===== src/rtl/uart_regs_pkg.sv =====
package uart_regs_pkg;
  localparam logic [15:0] OFS_CTRL  = 16'h0000;
  localparam logic [15:0] OFS_DIV   = 16'h0004;
  localparam logic [15:0] OFS_FSTAT = 16'h0008;
  localparam logic [15:0] OFS_TXD   = 16'h000C;
  localparam logic [15:0] OFS_RXD   = 16'h0010;

  // control word bit positions
  localparam int CB_EN   = 0;
  localparam int CB_BUSY = 1;
  localparam int CB_TXIE = 2;
  localparam int CB_RXIE = 3;
  localparam int CB_CTS  = 4;
  localparam int CB_LOOP = 8;

  // divider fields
  localparam int DIV_INT_W  = 10;
  localparam int DIV_FRAC_W = 4;

  // FIFO status bit positions (RX side at +16)
  localparam int FS_LVL   = 0;
  localparam int FS_FULL  = 8;
  localparam int FS_EMPTY = 9;
  localparam int FS_OVER  = 10;
  localparam int FS_UNDER = 11;
  localparam int FS_RXOFS = 16;

  typedef struct packed {
    logic loopback;
    logic cts_en;
    logic rx_ie;
    logic tx_ie;
    logic en;
  } ctrl_t;

  // flag index order inside the flag bank
  localparam int FL_TXOVER  = 0;
  localparam int FL_TXUNDER = 1;
  localparam int FL_RXOVER  = 2;
  localparam int FL_RXUNDER = 3;
  localparam int NFLAGS     = 4;
endpackage


===== src/rtl/uart_byte_fifo.sv =====
module uart_byte_fifo #(
  parameter int DEPTH = 8,
  parameter int W     = 8,
  localparam int PW   = (DEPTH > 1) ? $clog2(DEPTH) : 1,
  localparam int LW   = $clog2(DEPTH + 1)
) (
  input  logic          clk,
  input  logic          rst_n,
  input  logic          push,
  input  logic [W-1:0]  wdata,
  input  logic          pop,
  output logic [W-1:0]  rdata,
  output logic [LW-1:0] level,
  output logic          full,
  output logic          empty
);
  logic [W-1:0]  mem [DEPTH];
  logic [PW-1:0] wr_ptr_q, wr_ptr_d, rd_ptr_q, rd_ptr_d;
  logic [LW-1:0] cnt_q, cnt_d;
  logic          do_push, do_pop;

  assign full    = (cnt_q == LW'(DEPTH));
  assign empty   = (cnt_q == '0);
  assign do_push = push && !full;
  assign do_pop  = pop && !empty;
  assign rdata   = mem[rd_ptr_q];
  assign level   = cnt_q;

  function automatic logic [PW-1:0] bump(input logic [PW-1:0] p);
    return (p == PW'(DEPTH - 1)) ? '0 : p + 1'b1;
  endfunction

  always_comb begin
    wr_ptr_d = do_push ? bump(wr_ptr_q) : wr_ptr_q;
    rd_ptr_d = do_pop  ? bump(rd_ptr_q) : rd_ptr_q;
    cnt_d    = cnt_q;
    if (do_push && !do_pop) cnt_d = cnt_q + 1'b1;
    else if (do_pop && !do_push) cnt_d = cnt_q - 1'b1;
  end

  always_ff @(posedge clk or negedge rst_n) begin
    if (!rst_n) begin
      wr_ptr_q <= '0;
      rd_ptr_q <= '0;
      cnt_q    <= '0;
    end else begin
      wr_ptr_q <= wr_ptr_d;
      rd_ptr_q <= rd_ptr_d;
      cnt_q    <= cnt_d;
    end
  end

  always_ff @(posedge clk) begin
    if (do_push) mem[wr_ptr_q] <= wdata;
  end
endmodule


===== src/rtl/uart_ctrl_regs.sv =====
module uart_ctrl_regs
  import uart_regs_pkg::*;
(
  input  logic                  clk,
  input  logic                  rst_n,
  input  logic                  wr_ctrl,
  input  logic                  wr_div,
  input  logic [31:0]           wdata,
  output ctrl_t                 ctrl,
  output logic [DIV_INT_W-1:0]  div_int,
  output logic [DIV_FRAC_W-1:0] div_frac
);
  ctrl_t ctrl_q, ctrl_d;
  logic [DIV_INT_W+DIV_FRAC_W-1:0] div_q, div_d;

  always_comb begin
    ctrl_d = ctrl_q;
    if (wr_ctrl) begin
      ctrl_d.en       = wdata[CB_EN];
      ctrl_d.tx_ie    = wdata[CB_TXIE];
      ctrl_d.rx_ie    = wdata[CB_RXIE];
      ctrl_d.cts_en   = wdata[CB_CTS];
      ctrl_d.loopback = wdata[CB_LOOP];
    end
    div_d = wr_div ? wdata[DIV_INT_W+DIV_FRAC_W-1:0] : div_q;
  end

  always_ff @(posedge clk or negedge rst_n) begin
    if (!rst_n) begin
      ctrl_q <= '0;
      div_q  <= '0;
    end else begin
      ctrl_q <= ctrl_d;
      div_q  <= div_d;
    end
  end

  assign ctrl     = ctrl_q;
  assign div_int  = div_q[DIV_INT_W+DIV_FRAC_W-1:DIV_FRAC_W];
  assign div_frac = div_q[DIV_FRAC_W-1:0];
endmodule


===== src/rtl/uart_flag_bank.sv =====
module uart_flag_bank #(
  parameter int N = 4
) (
  input  logic         clk,
  input  logic         rst_n,
  input  logic [N-1:0] set,
  input  logic [N-1:0] clr,
  output logic [N-1:0] flags
);
  logic [N-1:0] flag_q, flag_d;

  // a set event in the same cycle as a clear wins
  for (genvar i = 0; i < N; i++) begin : g_flag
    always_comb begin
      flag_d[i] = flag_q[i];
      if (clr[i]) flag_d[i] = 1'b0;
      if (set[i]) flag_d[i] = 1'b1;
    end
  end

  always_ff @(posedge clk or negedge rst_n) begin
    if (!rst_n) flag_q <= '0;
    else        flag_q <= flag_d;
  end

  assign flags = flag_q;
endmodule


===== src/rtl/uart_apb_regs.sv =====
module uart_apb_regs
  import uart_regs_pkg::*;
#(
  parameter int DEPTH = 8,
  localparam int LW   = $clog2(DEPTH + 1)
) (
  input  logic        clk,
  input  logic        rst_n,
  input  logic        psel,
  input  logic        penable,
  input  logic        pwrite,
  input  logic [15:0] paddr,
  input  logic [31:0] pwdata,
  output logic [31:0] prdata,
  output logic        pready,
  output logic        pslverr,
  output logic        core_en,
  output logic        core_cts_en,
  output logic        core_loopback,
  output logic [9:0]  core_div_int,
  output logic [3:0]  core_div_frac,
  input  logic        core_busy,
  output logic        tx_avail,
  output logic [7:0]  tx_byte,
  input  logic        tx_take,
  input  logic        rx_put,
  input  logic [7:0]  rx_byte,
  output logic        irq_tx,
  output logic        irq_rx
);
  logic access, wr, rd;
  logic wr_ctrl, wr_div, wr_fstat, wr_txd, rd_rxd;
  ctrl_t ctrl;
  logic [LW-1:0] tx_level, rx_level;
  logic tx_full, tx_empty, rx_full, rx_empty;
  logic [7:0] rx_head;
  logic take_ok, put_ok;
  logic [NFLAGS-1:0] flag_set, flag_clr, flags;
  logic tx_over_q, rx_under_q;
  logic [31:0] ctrl_word, fstat_word;

  assign access   = psel && penable;
  assign wr       = access && pwrite;
  assign rd       = access && !pwrite;
  assign wr_ctrl  = wr && (paddr == OFS_CTRL);
  assign wr_div   = wr && (paddr == OFS_DIV);
  assign wr_fstat = wr && (paddr == OFS_FSTAT);
  assign wr_txd   = wr && (paddr == OFS_TXD);
  assign rd_rxd   = rd && (paddr == OFS_RXD);

  uart_ctrl_regs u_ctrl (
    .clk      (clk),
    .rst_n    (rst_n),
    .wr_ctrl  (wr_ctrl),
    .wr_div   (wr_div),
    .wdata    (pwdata),
    .ctrl     (ctrl),
    .div_int  (core_div_int),
    .div_frac (core_div_frac)
  );

  // serial-side handshakes only count while the UART is enabled
  assign take_ok = tx_take && ctrl.en;
  assign put_ok  = rx_put && ctrl.en;

  uart_byte_fifo #(.DEPTH(DEPTH), .W(8)) u_txq (
    .clk   (clk),
    .rst_n (rst_n),
    .push  (wr_txd),
    .wdata (pwdata[7:0]),
    .pop   (take_ok),
    .rdata (tx_byte),
    .level (tx_level),
    .full  (tx_full),
    .empty (tx_empty)
  );

  uart_byte_fifo #(.DEPTH(DEPTH), .W(8)) u_rxq (
    .clk   (clk),
    .rst_n (rst_n),
    .push  (put_ok),
    .wdata (rx_byte),
    .pop   (rd_rxd),
    .rdata (rx_head),
    .level (rx_level),
    .full  (rx_full),
    .empty (rx_empty)
  );

  always_comb begin
    flag_set             = '0;
    flag_set[FL_TXOVER]  = wr_txd && tx_full;
    flag_set[FL_TXUNDER] = take_ok && tx_empty;
    flag_set[FL_RXOVER]  = put_ok && rx_full;
    flag_set[FL_RXUNDER] = rd_rxd && rx_empty;
    flag_clr             = '0;
    if (wr_fstat) begin
      flag_clr[FL_TXOVER]  = pwdata[FS_OVER];
      flag_clr[FL_TXUNDER] = pwdata[FS_UNDER];
      flag_clr[FL_RXOVER]  = pwdata[FS_RXOFS + FS_OVER];
      flag_clr[FL_RXUNDER] = pwdata[FS_RXOFS + FS_UNDER];
    end
  end

  uart_flag_bank #(.N(NFLAGS)) u_flags (
    .clk   (clk),
    .rst_n (rst_n),
    .set   (flag_set),
    .clr   (flag_clr),
    .flags (flags)
  );

  assign tx_over_q  = flags[FL_TXOVER];
  assign rx_under_q = flags[FL_RXUNDER];

  always_comb begin
    ctrl_word          = '0;
    ctrl_word[CB_EN]   = ctrl.en;
    ctrl_word[CB_BUSY] = core_busy;
    ctrl_word[CB_TXIE] = ctrl.tx_ie;
    ctrl_word[CB_RXIE] = ctrl.rx_ie;
    ctrl_word[CB_CTS]  = ctrl.cts_en;
    ctrl_word[CB_LOOP] = ctrl.loopback;

    fstat_word                              = '0;
    fstat_word[FS_LVL +: 8]                 = 8'(tx_level);
    fstat_word[FS_FULL]                     = tx_full;
    fstat_word[FS_EMPTY]                    = tx_empty;
    fstat_word[FS_OVER]                     = flags[FL_TXOVER];
    fstat_word[FS_UNDER]                    = flags[FL_TXUNDER];
    fstat_word[FS_RXOFS + FS_LVL +: 8]      = 8'(rx_level);
    fstat_word[FS_RXOFS + FS_FULL]          = rx_full;
    fstat_word[FS_RXOFS + FS_EMPTY]         = rx_empty;
    fstat_word[FS_RXOFS + FS_OVER]          = flags[FL_RXOVER];
    fstat_word[FS_RXOFS + FS_UNDER]         = flags[FL_RXUNDER];
  end

  always_comb begin
    prdata = '0;
    if (rd) begin
      unique case (paddr)
        OFS_CTRL:  prdata = ctrl_word;
        OFS_FSTAT: prdata = fstat_word;
        OFS_RXD:   prdata = rx_empty ? 32'h0 : {24'h0, rx_head};
        default:   prdata = '0;
      endcase
    end
  end

  assign pready        = 1'b1;
  assign pslverr       = 1'b0;
  assign core_en       = ctrl.en;
  assign core_cts_en   = ctrl.cts_en;
  assign core_loopback = ctrl.loopback;
  assign tx_avail      = !tx_empty;
  assign irq_tx        = ctrl.tx_ie && !tx_full;
  assign irq_rx        = ctrl.rx_ie && !rx_empty;
endmodule


===== config.mk =====
export PLATFORM = sky130hd
export DESIGN_NAME = uart_apb_regs
export DESIGN_NICKNAME = d
export VERILOG_FILES = /design/src/rtl/uart_regs_pkg.sv /design/src/rtl/uart_byte_fifo.sv /design/src/rtl/uart_ctrl_regs.sv /design/src/rtl/uart_flag_bank.sv /design/src/rtl/uart_apb_regs.sv
export SDC_FILE = /design/constraint.sdc
export NUM_CORES = 1
export LEC_CHECK = 0
export ABC_AREA = 1
export CAP_MARGIN = 15
export CORE_MARGIN = 2
export CORE_UTILIZATION = 35
export CTS_CLUSTER_SIZE = 30
export DETAILED_ROUTE_END_ITERATION = 6
export MAX_ROUTING_LAYER = met4
export PLACE_DENSITY = 0.65
export SLEW_MARGIN = 20
export SYNTH_ARGS = -nofsm -noshare
export SYNTH_HDL_FRONTEND = slang
export SYNTH_SLANG_ARGS = --single-unit

===== constraint.sdc =====
create_clock -name clk -period 2.89 [get_ports clk]
set_clock_uncertainty 0.1 [all_clocks]
set_input_delay 0.578 -clock clk [delete_from_list [all_inputs] [get_ports clk]]
set_output_delay 0.578 -clock clk [all_outputs]
set_load 0.01 [all_outputs]

# Word level (Yosys, flattened, before mapping)
# Memory sizes are Yosys's and may differ from the RTL's.
# Cells that the tools add are included.
# totals
ff_bits	43
ramBits	128
in_bits	64
output_inout_bits	62
wordCells	102
mem_count	2
# memory_table
name	words	word_bits	rd	rd_clocked_by_memory_dff	write_ports	line_no	text
u_rxq.mem	8	8	1	0	1	uart_byte_fifo.sv:17	logic [W-1:0] mem [DEPTH];
u_txq.mem	8	8	1	0	1	uart_byte_fifo.sv:17	
# op_classes
n_addsub	8
n_eq_ne	10
mux	24
reduce_logical	42
# ops
cell	count
$pmux 28 s3	1
$eq 16x4->1 const B	2
$mux 28	1
$logic_and 1x1->1	24
$mux 4	5
$eq 16x3->1 const B	1
$eq 16x5->1 const B	1
$logic_not 16->1	1
$add 3x1->3 const B	4
$eq 3x3->1 const B	4
$mux 1	12
$mux 3	4
$reduce_bool 2->1	6
$logic_not 1->1	9
$add 4x1->4 const B	2
$eq 4x4->1 const B	2
$logic_not 4->1	2
$mux 8	1
$sub 4x1->4 const B	2

# Longest topological paths before layout
# depth
word_depth	8
depth_mapped	15
ltp_nobuf	15

# Cells and area by module
# Synthesis repeated with hierarchy kept, for this count alone.
# unflattened
cells_unflattened	913
hier_area_um2	8323.0
# modules_own_cells
mod	instances	cells_each	area_per_inst_um2	seq_area_each_um2
uart_byte_fifo at u_txq	1	362	3410.8	2172.1
uart_byte_fifo at u_rxq	1	302	3274.4	2172.1
uart_apb_regs	1	149	762.0	0.0
uart_ctrl_regs	1	80	715.7	475.5
uart_flag_bank	1	20	160.2	100.1

# Worst setup path after synthesis
# OpenSTA, ideal clock, no wires.
# synth_timing
kind	input port to flip-flop
startpoint	in paddr[11]
endpoint	reg u_rxq.cnt_q[3] (netlist: u_rxq.level[3])
setup_ns	0.121
t_arrival_ns	2.483
t_required_ns	2.669
path_slack_ns	0.186
stages	15
path_buffers	0
path_cell_list	nor2_1 > nand2_1 > nor2_8 > nand3_2 > nor2_4 > nand2_4 > ha_1 > inv_1 > ha_1 > a21oi_1 > nand2_1 > a21oi_1 > o21ai_0 > nand2_1 > nand2_1
# synth_between
elab_chain_len	6
word_cells_on_any_way	8
classes_between	1 x eq/ne; 1 x mux; 6 x reduce/logical
# synth_rtl
element	line_no	text
start: declaration	uart_apb_regs.sv:12	input logic [15:0] paddr,
$eq 16x5->1 (*)	uart_apb_regs.sv:49	assign rd_rxd = rd && (paddr == OFS_RXD);
$logic_and 1x1->1 (*)	uart_apb_regs.sv:49	
$logic_and 1x1->1 (*)	uart_byte_fifo.sv:25	assign do_pop = pop && !empty;
$logic_not 1->1	uart_byte_fifo.sv:37	if (do_push && !do_pop) cnt_d = cnt_q + 1'b1;
$logic_and 1x1->1	uart_byte_fifo.sv:37	
$mux 4 or $reduce_bool 2->1 (tied branches)	--	
end signal: assignment	uart_byte_fifo.sv:49	cnt_q <= cnt_d;
end: declaration	uart_byte_fifo.sv:19	logic [LW-1:0] cnt_q, cnt_d;
# Mark *: on every way between the ends. The rest lies on a longest branch, timed or not.
# A chain may end at the register's enable or synchronous reset.

# Worst setup path after layout
# layout_timing
startpoint	in psel
endpoint	out prdata[24]
# layout_between
elab_chain_len	3
# layout_rtl
element	line_no	text
start: declaration	uart_apb_regs.sv:9	input logic psel,
$logic_and 1x1->1	uart_apb_regs.sv:42	assign access = psel && penable;
$logic_and 1x1->1	uart_apb_regs.sv:44	assign rd = access && !pwrite;
$mux 28	uart_apb_regs.sv:140	if (rd) begin
end: declaration	uart_apb_regs.sv:14	output logic [31:0] prdata,
# No other way between the ends.

==> summary.txt <==
crit-path max FO: 11
Final GP Congestion: 0.818
EDFF count, synth: 128
placed insts: 1208
first-pass GRT wire length: 29100 um
gr usage total: 0.164
sequential power share: 0.520
switching power share of the total: 0.235
ranking of synthesized cells by area: edfxtp_1 49%, dfrtp_1 14%, nand2_1 8.6%
pin count of the biggest net entering global routing: 35
mapped cell area: 7890 um2
P_sw: 0.00119 W
Hold WC Path Type: flip-flop to flip-flop
Peak VDD IR: 399 uV
WP data required: 2210 ps
Final Hold Vio Count: 0
dominant cell by count in the synthesized netlist: nand2_1
TritonCTS Buffers: 17
Die ar.: 23800 um2
clock latency on the worst-skew pair: 440 ps
final std cells w/o fill: 1260
PwrDens: 494 nW/um2
Syn. warnings: 0
wirelength, routed: 18700 um
DRC: 0
CP arrival: 2120 ps
outcome: complete, no violations
FFs w/ async S/R, synth: 0.251
final setup TNS: 0 ps
Synth Flop Type: edfxtp_1
synthesized area per cell: 9.93 um2
FF+latch count, synth: 171
clock power share: 0.451
Peak Freq: 358 MHz
Critical Path End Type: primary output
Initial Utilization: 0.359
DRT Pass-1 Iters: 5
Area Growth Syn to Fin: 30.4%
fillers: 1973
share of cells above drive strength 1: 0.165
WL met3: 836 um
Final #Nets: 1045
Port Buffers: 95
Crit Path Class: input pin to primary output
Clock transition at path regs: 70 ps
# setup viols final: 0
# IOs: 126
multi-input combinational cell area: 2460 um2
DIE HEIGHT: 154 um
Iter 0 DRT Violations: 499
Final ANT Viol Nets: 0
Cell Rows: 54
initial antenna violation count: 2
CTS tree: built
Detail Placement HPWL: 12800 um
critical path startpoint category: input pin
root buf cell: clkbuf_16
internal power: 0.00389 W
met2 WL: 9110 um
# H-tree levels: 4
Synth area leader: edfxtp_1
Synth Instances: 795
Reg area: 4920 um2
WL per Instance: 14.8 um
core box area: 22000 um2
Synth cell types: 37
share of the synthesized area in the top cell type: 0.487
Period minus WS final: 2800 ps
part of the cycle the worst path needs: 0.968
leakage: 4.52 nW
Slew Limit Fails: 0
most frequent cells after synthesis: 181 x nand2_1, 128 x edfxtp_1, 100 x inv_1, 98 x nor2_1, 60 x o21ai_0
number of vias per cell: 4.65
combinational share of power: 0.030
total gr overflow: 0
vias: 5857
clk buf depth: 2
post-synthesis sequential area ratio: 0.623
count of clock tree sinks: 171
Die Width: 154 um
RSZ-0062 raised after global routing: true
wire length on met1: 8420 um
vias in the first global route: 5479
max_cap viols: 0
DR top layer: met4
==> registers in the layout (all words and copies together) (netlist names) <==
name and flops:
u_txq.wr_ptr_q 3, u_txq.rd_ptr_q 3, u_ctrl.ctrl 5, u_txq.level 4, u_flags.flags 4, u_rxq.mem 64, u_txq.mem 64, u_rxq.level 4
u_ctrl.div_q 14, u_rxq.wr_ptr_q 3, u_rxq.rd_ptr_q 3
==> power groups by stage <==
stage | combinational (W) | sequential, W | clock, W
6_report | 0.000151 | 0.00264 | 0.00229
5_1_grt | 0.000165 | 0.00264 | 0.00240
4_1_cts | 0.000151 | 0.00264 | 0.00233
3_5_place_dp | 0.000151 | 0.00269 | 0
3_3_place_gp | 0.000149 | 0.00269 | 0
2_1_floorplan | 0.0000407 | 0.00270 | 0
==> worst max-delay path, cell delays in order <==
cell and delay [ps]:
clkdlybuf4s50_1 480, nand2_1 60, nor2_1 90, buf_4 150, nand3_2 140, buf_12 170
nor3_1 150, dlygate4sd2_1 300
==> cell families (layout without fill, tap and decap cells) <==
| group | after synthesis | count (layout) | share of synthesized area |
|---|---|---|---|
| muxes | 1 | 1 | 0.00143 |
| xor gates and xnor gates | 4 | 4 | 0.00444 |
| DFF | 171 | 171 | 0.623 |
| AOI/OAI and AO/OA | 114 | 114 | 0.0772 |
| other | 2 | 16 | 0.000951 |
| adders and majority gates | 16 | 16 | 0.0273 |
| buffers and inverters | 140 | 311 | 0.0770 |
| and+or+nand+nor | 347 | 347 | 0.188 |
==> layer usage <==
metal,GRT usage,vias up
met4,0.0547,0
met3,0.0249,24
met5,-,-
met1,0.212,2750
li1,-,2930
met2,0.268,153
==> area by class of cell <==
| cell class | count | area share |
|---|---|---|
| sequential | 171 | 0.478 |
| multi-input combinational | 496 | 0.239 |
| timing repair buffer | 176 | 0.150 |
| clock buffer | 17 | 0.0413 |
| inverter | 103 | 0.0379 |
| tap | 280 | 0.0340 |
| clock inverter | 15 | 0.0182 |
| antenna | 2 | 0.000486 |
==> timing repair <==
| item | in CTS | in global routing |
|---|---|---|
| hold endpoints to repair | 9 | 0 |
| resized for setup | 63 | 27 |
| hold buffers | 1 | 0 |
| pin swaps | 17 | 9 |
| setup endpoints to repair | 29 | 19 |
| setup buffers | 16 | 3 |
==> worst paths after layout <==
| path | slack [ps] | from | depth (start not counted) | to |
|---|---|---|---|---|
| setup / recovery | 90 | psel | 8 | prdata[24] |
| hold / removal | 390 | u_ctrl.div_q[10] | 2 | u_ctrl.div_q[10] |
| setup reg to reg | 330 | u_rxq.level[1] | 15 | u_rxq.level[3] |
| hold reg to reg | 390 | u_ctrl.div_q[10] | 2 | u_ctrl.div_q[10] |
| max in group asynchronous | 1460 | rst_n | 3 | u_txq.rd_ptr_q[1] |
| min in group asynchronous | 440 | rst_n | 2 | u_flags.flags[2] |
==> placed cells by master, fill, tap and decap left out, drive strengths merged, types with 7 or more instances in the layout <==
cell	netlist	routed
nand2	188	188
edfxtp	128	128
inv	102	110
nor2	106	106
buf	31	83
o21ai	80	80
clkdlybuf4s50	0	50
nand3	45	45
dfrtp	43	43
dlygate4sd2	0	28
clkbuf	6	21
a21oi	17	17
ha	14	14
conb	2	14
a31oi	8	8
o22ai	7	7
dlymetal6s2s	0	7
clkinv	1	7
==> per-stage QoR <==
| stage | worst slack [ps] | power, W | hold slack, ps | instance area (um2) | utilization |
|---|---|---|---|---|---|
| final | 92.8 | 0.00508 | 394 | 10300 | 0.469 |
| after global placement | -433 | 0.00284 | 374 | 9500 | 0.433 |
| after floorplan | 186 | 0.00274 | 182 | 7940 | - |
| after detailed placement | -461 | 0.00285 | 377 | 9500 | 0.433 |
| after global routing | -37.2 | 0.00521 | 415 | 10300 | 0.469 |
| after CTS | 5.25 | 0.00512 | 397 | 10300 | 0.467 |
No activity file was read; power rests on OpenSTA's default activity.
